==> src/rtl/dref_pkg.sv <==
package dref_pkg;
    typedef enum logic [2:0] {
        ST_BOOT,
        ST_IDLE,
        ST_ASK,
        ST_SETUP,
        ST_STROBE,
        ST_RECOVER
    } dref_state_e;

    typedef enum logic {
        STYLE_CBR     = 1'b0,
        STYLE_ROWADDR = 1'b1
    } dref_style_e;
endpackage

==> src/rtl/dref_tick_timer.sv <==
module dref_tick_timer #(
    parameter int PERIOD = 16
) (
    input  logic clk,
    input  logic rst_n,
    input  logic en,
    output logic tick
);
    localparam int CW = $clog2(PERIOD + 1);
    localparam logic [CW-1:0] LAST = CW'(PERIOD - 1);

    logic [CW-1:0] cnt_q;

    assign tick = en && (cnt_q == LAST);

    always_ff @(posedge clk) begin
        if (!rst_n || !en || tick) begin
            cnt_q <= '0;
        end else begin
            cnt_q <= cnt_q + 1'b1;
        end
    end
endmodule

==> src/rtl/dref_backlog.sv <==
module dref_backlog #(
    parameter int MAXV = 8,
    parameter int LOADV = 8
) (
    input  logic                          clk,
    input  logic                          rst_n,
    input  logic                          load,
    input  logic                          inc,
    input  logic                          dec,
    output logic [$clog2(MAXV+1)-1:0]     count,
    output logic                          full,
    output logic                          empty
);
    localparam int CW = $clog2(MAXV + 1);
    localparam logic [CW-1:0] TOP  = CW'(MAXV);
    localparam logic [CW-1:0] INIT = CW'(LOADV);

    logic [CW-1:0] cnt_q;

    assign count = cnt_q;
    assign full  = (cnt_q == TOP);
    assign empty = (cnt_q == '0);

    always_ff @(posedge clk) begin
        if (!rst_n) begin
            cnt_q <= '0;
        end else if (load) begin
            cnt_q <= INIT;
        end else if (inc && !dec) begin
            if (!full) cnt_q <= cnt_q + 1'b1;
        end else if (dec && !inc) begin
            if (!empty) cnt_q <= cnt_q - 1'b1;
        end
    end
endmodule

==> src/rtl/dref_row_ctr.sv <==
module dref_row_ctr #(
    parameter int W = 12
) (
    input  logic         clk,
    input  logic         rst_n,
    input  logic         step,
    output logic [W-1:0] row
);
    logic [W-1:0] row_q;

    assign row = row_q;

    always_ff @(posedge clk) begin
        if (!rst_n) begin
            row_q <= '0;
        end else if (step) begin
            row_q <= row_q + 1'b1;
        end
    end
endmodule

==> src/rtl/dref_seq.sv <==
module dref_seq
    import dref_pkg::*;
#(
    parameter int STARTUP_CYC  = 50000,
    parameter int INIT_CNT     = 8,
    parameter int INTERVAL_CYC = 3900,
    parameter int PEND_MAX     = 8,
    parameter int ROW_W        = 12,
    parameter int SETUP_CYC    = 3,
    parameter int STROBE_CYC   = 18,
    parameter int RECOVER_CYC  = 13
) (
    input  logic             clk,
    input  logic             rst_n,
    input  logic             style_sel,
    input  logic             grant,
    output logic             req,
    output logic             close_page,
    output logic             init_done,
    output logic             bus_own,
    output logic             ras_n,
    output logic             cas_n,
    output logic             we_n,
    output logic             addr_en,
    output logic [ROW_W-1:0] row_addr
);
    localparam int PH_MAX0 = (SETUP_CYC > STROBE_CYC) ? SETUP_CYC : STROBE_CYC;
    localparam int PH_MAX  = (PH_MAX0 > RECOVER_CYC) ? PH_MAX0 : RECOVER_CYC;
    localparam int PH_W    = $clog2(PH_MAX + 1);
    localparam int PEND_W  = $clog2(PEND_MAX + 1);
    localparam logic [PH_W-1:0] PH_SETUP   = PH_W'(SETUP_CYC - 1);
    localparam logic [PH_W-1:0] PH_STROBE  = PH_W'(STROBE_CYC - 1);
    localparam logic [PH_W-1:0] PH_RECOVER = PH_W'(RECOVER_CYC - 1);

    dref_state_e       state_q, state_d;
    logic [PH_W-1:0]   ph_q, ph_d;
    dref_style_e       style_q, style_d;
    logic              init_q;
    logic              boot_tick, per_tick;
    logic              ph_zero, cycle_end, more_left;
    logic [PEND_W-1:0] pend_q;
    logic              pend_full, pend_empty;

    dref_tick_timer #(.PERIOD(STARTUP_CYC)) u_boot_tmr (
        .clk   (clk),
        .rst_n (rst_n),
        .en    (state_q == ST_BOOT),
        .tick  (boot_tick)
    );

    dref_tick_timer #(.PERIOD(INTERVAL_CYC)) u_period_tmr (
        .clk   (clk),
        .rst_n (rst_n),
        .en    (init_q),
        .tick  (per_tick)
    );

    dref_backlog #(.MAXV(PEND_MAX), .LOADV(INIT_CNT)) u_backlog (
        .clk   (clk),
        .rst_n (rst_n),
        .load  (boot_tick),
        .inc   (per_tick),
        .dec   (cycle_end),
        .count (pend_q),
        .full  (pend_full),
        .empty (pend_empty)
    );

    dref_row_ctr #(.W(ROW_W)) u_row (
        .clk   (clk),
        .rst_n (rst_n),
        .step  (cycle_end && (style_q == STYLE_ROWADDR)),
        .row   (row_addr)
    );

    assign ph_zero   = (ph_q == '0);
    assign cycle_end = (state_q == ST_RECOVER) && ph_zero;
    assign more_left = (pend_q > PEND_W'(1)) || per_tick;

    // Next-state and phase-length selection
    always_comb begin
        state_d = state_q;
        ph_d    = ph_q;
        style_d = style_q;
        unique case (state_q)
            ST_BOOT: begin
                if (boot_tick) state_d = ST_IDLE;
            end
            ST_IDLE: begin
                if (!pend_empty) state_d = ST_ASK;
            end
            ST_ASK: begin
                if (grant) begin
                    state_d = ST_SETUP;
                    ph_d    = PH_SETUP;
                    style_d = dref_style_e'(style_sel);
                end
            end
            ST_SETUP: begin
                if (ph_zero) begin
                    state_d = ST_STROBE;
                    ph_d    = PH_STROBE;
                end else begin
                    ph_d = ph_q - 1'b1;
                end
            end
            ST_STROBE: begin
                if (ph_zero) begin
                    state_d = ST_RECOVER;
                    ph_d    = PH_RECOVER;
                end else begin
                    ph_d = ph_q - 1'b1;
                end
            end
            ST_RECOVER: begin
                if (ph_zero) begin
                    state_d = more_left ? ST_ASK : ST_IDLE;
                end else begin
                    ph_d = ph_q - 1'b1;
                end
            end
            default: state_d = ST_BOOT;
        endcase
    end

    // State register
    always_ff @(posedge clk) begin
        if (!rst_n) begin
            state_q <= ST_BOOT;
            ph_q    <= '0;
            style_q <= STYLE_CBR;
            init_q  <= 1'b0;
        end else begin
            state_q <= state_d;
            ph_q    <= ph_d;
            style_q <= style_d;
            if (cycle_end && !init_q && (pend_q == PEND_W'(1))) init_q <= 1'b1;
        end
    end

    // Moore outputs
    always_comb begin
        req        = 1'b0;
        bus_own    = 1'b0;
        ras_n      = 1'b1;
        cas_n      = 1'b1;
        addr_en    = 1'b0;
        close_page = 1'b0;
        unique case (state_q)
            ST_BOOT, ST_IDLE: ;
            ST_ASK: begin
                req        = 1'b1;
                close_page = init_q && pend_full;
            end
            ST_SETUP: begin
                req     = 1'b1;
                bus_own = 1'b1;
                cas_n   = (style_q == STYLE_ROWADDR);
                addr_en = (style_q == STYLE_ROWADDR);
            end
            ST_STROBE: begin
                req     = 1'b1;
                bus_own = 1'b1;
                ras_n   = 1'b0;
                cas_n   = (style_q == STYLE_ROWADDR);
                addr_en = (style_q == STYLE_ROWADDR);
            end
            ST_RECOVER: begin
                req     = 1'b1;
                bus_own = 1'b1;
            end
            default: ;
        endcase
    end

    assign we_n      = 1'b1;
    assign init_done = init_q;
endmodule

==> config.mk <==
export PLATFORM = sky130hd
export DESIGN_NAME = dref_seq
export DESIGN_NICKNAME = d
export VERILOG_FILES = /design/src/rtl/dref_pkg.sv /design/src/rtl/dref_tick_timer.sv /design/src/rtl/dref_backlog.sv /design/src/rtl/dref_row_ctr.sv /design/src/rtl/dref_seq.sv
export SDC_FILE = /design/constraint.sdc
export NUM_CORES = 1
export LEC_CHECK = 0
export BUFFER_PORTS_ARGS = -buffer_cell sky130_fd_sc_hd__buf_2
export CAP_MARGIN = 20
export CORE_UTILIZATION = 25
export CTS_BUF_LIST = sky130_fd_sc_hd__clkbuf_8 sky130_fd_sc_hd__clkbuf_16
export DETAILED_ROUTE_END_ITERATION = 16
export PLACE_DENSITY = 0.38
export SLEW_MARGIN = 20
export SYNTH_ARGS = -nofsm -noshare
export SYNTH_HDL_FRONTEND = slang
export SYNTH_SLANG_ARGS = --single-unit
==> constraint.sdc <==
create_clock -name clk -period 3.7 [get_ports clk]
set_input_delay 0.185 -clock clk [delete_from_list [all_inputs] [get_ports clk]]
set_output_delay 0.185 -clock clk [all_outputs]
set_load 0.005 [all_outputs]
==> run_results.csv <==
group,metric,value,unit
clock_tree,clock_sinks,54,
critical_path,crit_top_cell,"xnor2_1",
synthesis,synthMuxAreaShare,1.15,%
pwr,p_leak,1.07,nW
placement,place_area,2940,um2
timing,rsz0062_at_grt,"false",
layout,antenna_cells,0,
layout,drive_gt1_share,10.7,%
pwr,power_density,359,nW/um2
clock_tree,post_cts_buffers,0,
synthesis,ys_seq_area_share,39.8,%
synthesis,synth_area,2720,um2
pwr,switching_power,302,uW
synthesis,synth_cells,337,
synthesis,synth-main-ff-cell,"dfxtp_1",
critical_path,critPathKind,"flip-flop to flip-flop",
timing,fin_skew,0.0114,ns
global_route,grt_overflow,0,
critical_path,critPathArrivalTime,3.08,ns
global_route,first_global_vias,2164,
hold_path,hold_path.class,"input port to flip-flop",
timing,setup-tns-final,0,ns
timing,fmax,348,MHz
drt,m1WireLength,3000,um
pwr,switching_share,27.7,%
global_route,grt_antenna_before_repair,0,
synthesis,syn_avg_cell_area,8.06,um2
drt,dr_wl_met3,141,um
drt,drtAntennaViolNets,0,
critical_path,crit_path_start_kind,"flip-flop",
pwr,pwr-share-clk,32.2,%
layout,nets,366,
drt,wl_met2,2680,um
drt,vias,2169,
timing,layout_worst_path_cycle_share,77.8,%
die,die_h,106,um
critical_path,crit_fanout,6,
timing,max_slew_margin,46.0,%
drt,drtIter0Drc,77,
placement,place.port_buffers,22,
timing,worst_slew_pin_slew,0.802,ns
synthesis,synth_top_family_by_area,"simple AND/OR/NAND/NOR gates",
drt,drcViolationCount,0,
drt,wl_per_cell,12.0,um
global_route,grt_use_total,11.4,%
clock_tree,clkTransAtPathRegs,0.10,ns
timing,holdWs,0.122,ns
layout,area_delta_synth_final,11.7,%
clock_tree,hold_buffers,0,
synthesis,synth_fa_ha_area_share,4.15,%
synthesis,synth-compound-area-share,7.88,%
timing,slew_violations,0,
die,start_util,26.1,%
critical_path,crit_buf_inv,0,
critical_path,required,3.90,ns
pwr,seqPwrFrac,57.9,%
clock_tree,cts-root-buf,"clkbuf_8",
synthesis,synth.distinct_cells,44,
synthesis,syn-num-nets,350,
clock_tree,cts_buffer_depth,2,
clock_tree,cts_tree,"done",
critical_path,crit_chain,"or4b_2 -> nor4_1 -> ha_1 -> xnor2_1 -> a31oi_1 -> nand2_1 -> xnor2_1 -> nor2_1",
pwr,power_frac_comb,9.9,%
clock_tree,cts_max_level,2,
die,dieArea,11300,um2
synthesis,synth-seq-cells,54,
placement,dp_hpwl,4240,um
die,die_w,106,um
critical_path,end_kind,"flip-flop",
critical_path,worst_path_max_delay_cell,"or4b_2",
pwr,ir_worst_vdd,143,uV
global_route,grt_max_degree,21,
clock_tree,clk_latency,0.31,ns
clock_tree,cts_buffers,5,
drt,via_per_inst,4.43,
placement,gp_congestion,0.757,
layout,fin_cells,490,
synthesis,synthSimpleGateAreaFrac,29.7,%
timing,final-setup-viol-count,0,
placement,place_ws,0.818,ns
global_route,grt_pass1_wl,10400,um
synthesis,synth-xor-area-share,12.6,%
synthesis,synthArstFlopShare,0,%
synthesis,yosys_warnings,0,
placement,place_inst,482,
die,io_pins,24,
drt,dr.pass1.iters,4,
die,num_rows,37,
synthesis,synth_edf_count,0,
layout,fin_area,3030,um2
flow_run,cap_violations,0,
timing,finalHoldViolCount,0,
critical_path,critPathTopFamily,"simple AND/OR/NAND/NOR gates",
pwr,cell_internal_pwr,787,uW
drt,drt-total-wl,5890,um
die,coreArea,10400,um2
drt,top_layer,"met4",
outcome,outcome,"complete, no violations",
critical_path,critPathMaxStageDelay,0.66,ns
clock_tree,ctsResizeCount,0,
timing,setup_slack,0.823,ns
timing,period_needed,2.88,ns
[per-layer routing]
layer	vias up	global-route usage, %
met5	-	0
met4	0	3.87
met3	5	2.45
met2	15	19.1
met1	975	14.5
li1	1174	-
[power groups by stage]
stage | Clock [mW] | Sequential [mW] | Combinational [mW]
2_1_floorplan | 0 | 0.628 | 0.0968
3_3_place_gp | 0 | 0.646 | 0.111
3_5_place_dp | 0 | 0.646 | 0.110
4_1_cts | 0.374 | 0.632 | 0.111
5_1_grt | 0.401 | 0.636 | 0.127
6_report | 0.350 | 0.631 | 0.108
[layout by cell type (no fill, tap or decap), types with 4 or more instances in the layout]
cell / synthesis / layout
nor2_1: 65 / 65
dfxtp_1: 54 / 54
nand2_1: 27 / 27
xnor2_1: 23 / 23
buf_2: 2 / 22
nand3_1: 19 / 19
inv_1: 16 / 16
xor2_1: 16 / 16
a21oi_1: 15 / 15
nor3_1: 12 / 12
nand4_1: 9 / 9
ha_1: 9 / 9
nor4_1: 8 / 8
o21ai_0: 8 / 8
clkbuf_8: 0 / 6
nand2b_1: 4 / 4
and3_1: 4 / 4
[flip-flops by register name (all words and copies together), names as in the netlist]
name / flops
init_done: 1
ph_q: 5
state_q: 3
style_q: 1
u_backlog.count: 4
u_boot_tmr.cnt_q: 16
u_period_tmr.cnt_q: 12
u_row.row: 12
[path summary, 6_finish.rpt]
path | from | endpoint | slack [ns] | cells past startpoint
worst max-delay path | u_period_tmr.cnt_q[7] | u_backlog.count[2] | 0.82 | 8
worst min-delay path | style_sel | style_q | 0.12 | 3
worst max register to register | u_period_tmr.cnt_q[7] | u_backlog.count[2] | 0.82 | 8
worst min register to register | u_period_tmr.cnt_q[0] | u_period_tmr.cnt_q[0] | 0.46 | 1
[area by class of cell]
cell class / count / area (um2)
Clock buffer: 6 / 82.6
Fill cell: 1152 / 7380
Multi-Input combinational cell: 253 / 1510
Clock inverter: 2 / 12.5
Sequential cell: 54 / 1080
Tap cell: 136 / 170
Inverter: 16 / 60.1
Timing Repair Buffer: 23 / 118
[metrics by stage]
stage	utilization [%]	power, mW
after floorplan	-	0.725
after global placement	28.2	0.758
after detailed placement	28.2	0.756
after CTS	29.1	1.12
after global routing	29.1	1.16
final	29.1	1.09
[cells in the mapped netlist, types with 4 or more instances]
cell | count | area, um2
a21oi_1 | 15 | 75.1
nand3_1 | 19 | 95.1
nand2b_1 | 4 | 25.0
dfxtp_1 | 54 | 1080
nor2_1 | 65 | 244
and3_1 | 4 | 25.0
xnor2_1 | 23 | 201
nand2_1 | 27 | 101
clkbuf_1 | 10 | 37.5
nor4_1 | 8 | 50.1
xor2_1 | 16 | 140
o21ai_0 | 8 | 40.0
nand4_1 | 9 | 56.3
ha_1 | 9 | 113
nor3_1 | 12 | 60.1
inv_1 | 16 | 60.1
[worst register-to-register path, stage by stage (launching register included)]
cell and delay [ns]:
dfxtp_1 0.34, or4b_2 0.66, nor4_1 0.60, ha_1 0.40, xnor2_1 0.10, a31oi_1 0.34
nand2_1 0.11, xnor2_1 0.16, nor2_1 0.05
[kinds of logic after synthesis]
group                      Yosys count
muxes                                3
and+or+nand+nor                    165
buffers and inverters               30
AOI/OAI and AO/OA                   36
other                                1
xor gates and xnor gates            39
DFF                                 54
adders and majority gates            9
Note: power is estimated with default switching activity, not from simulation.
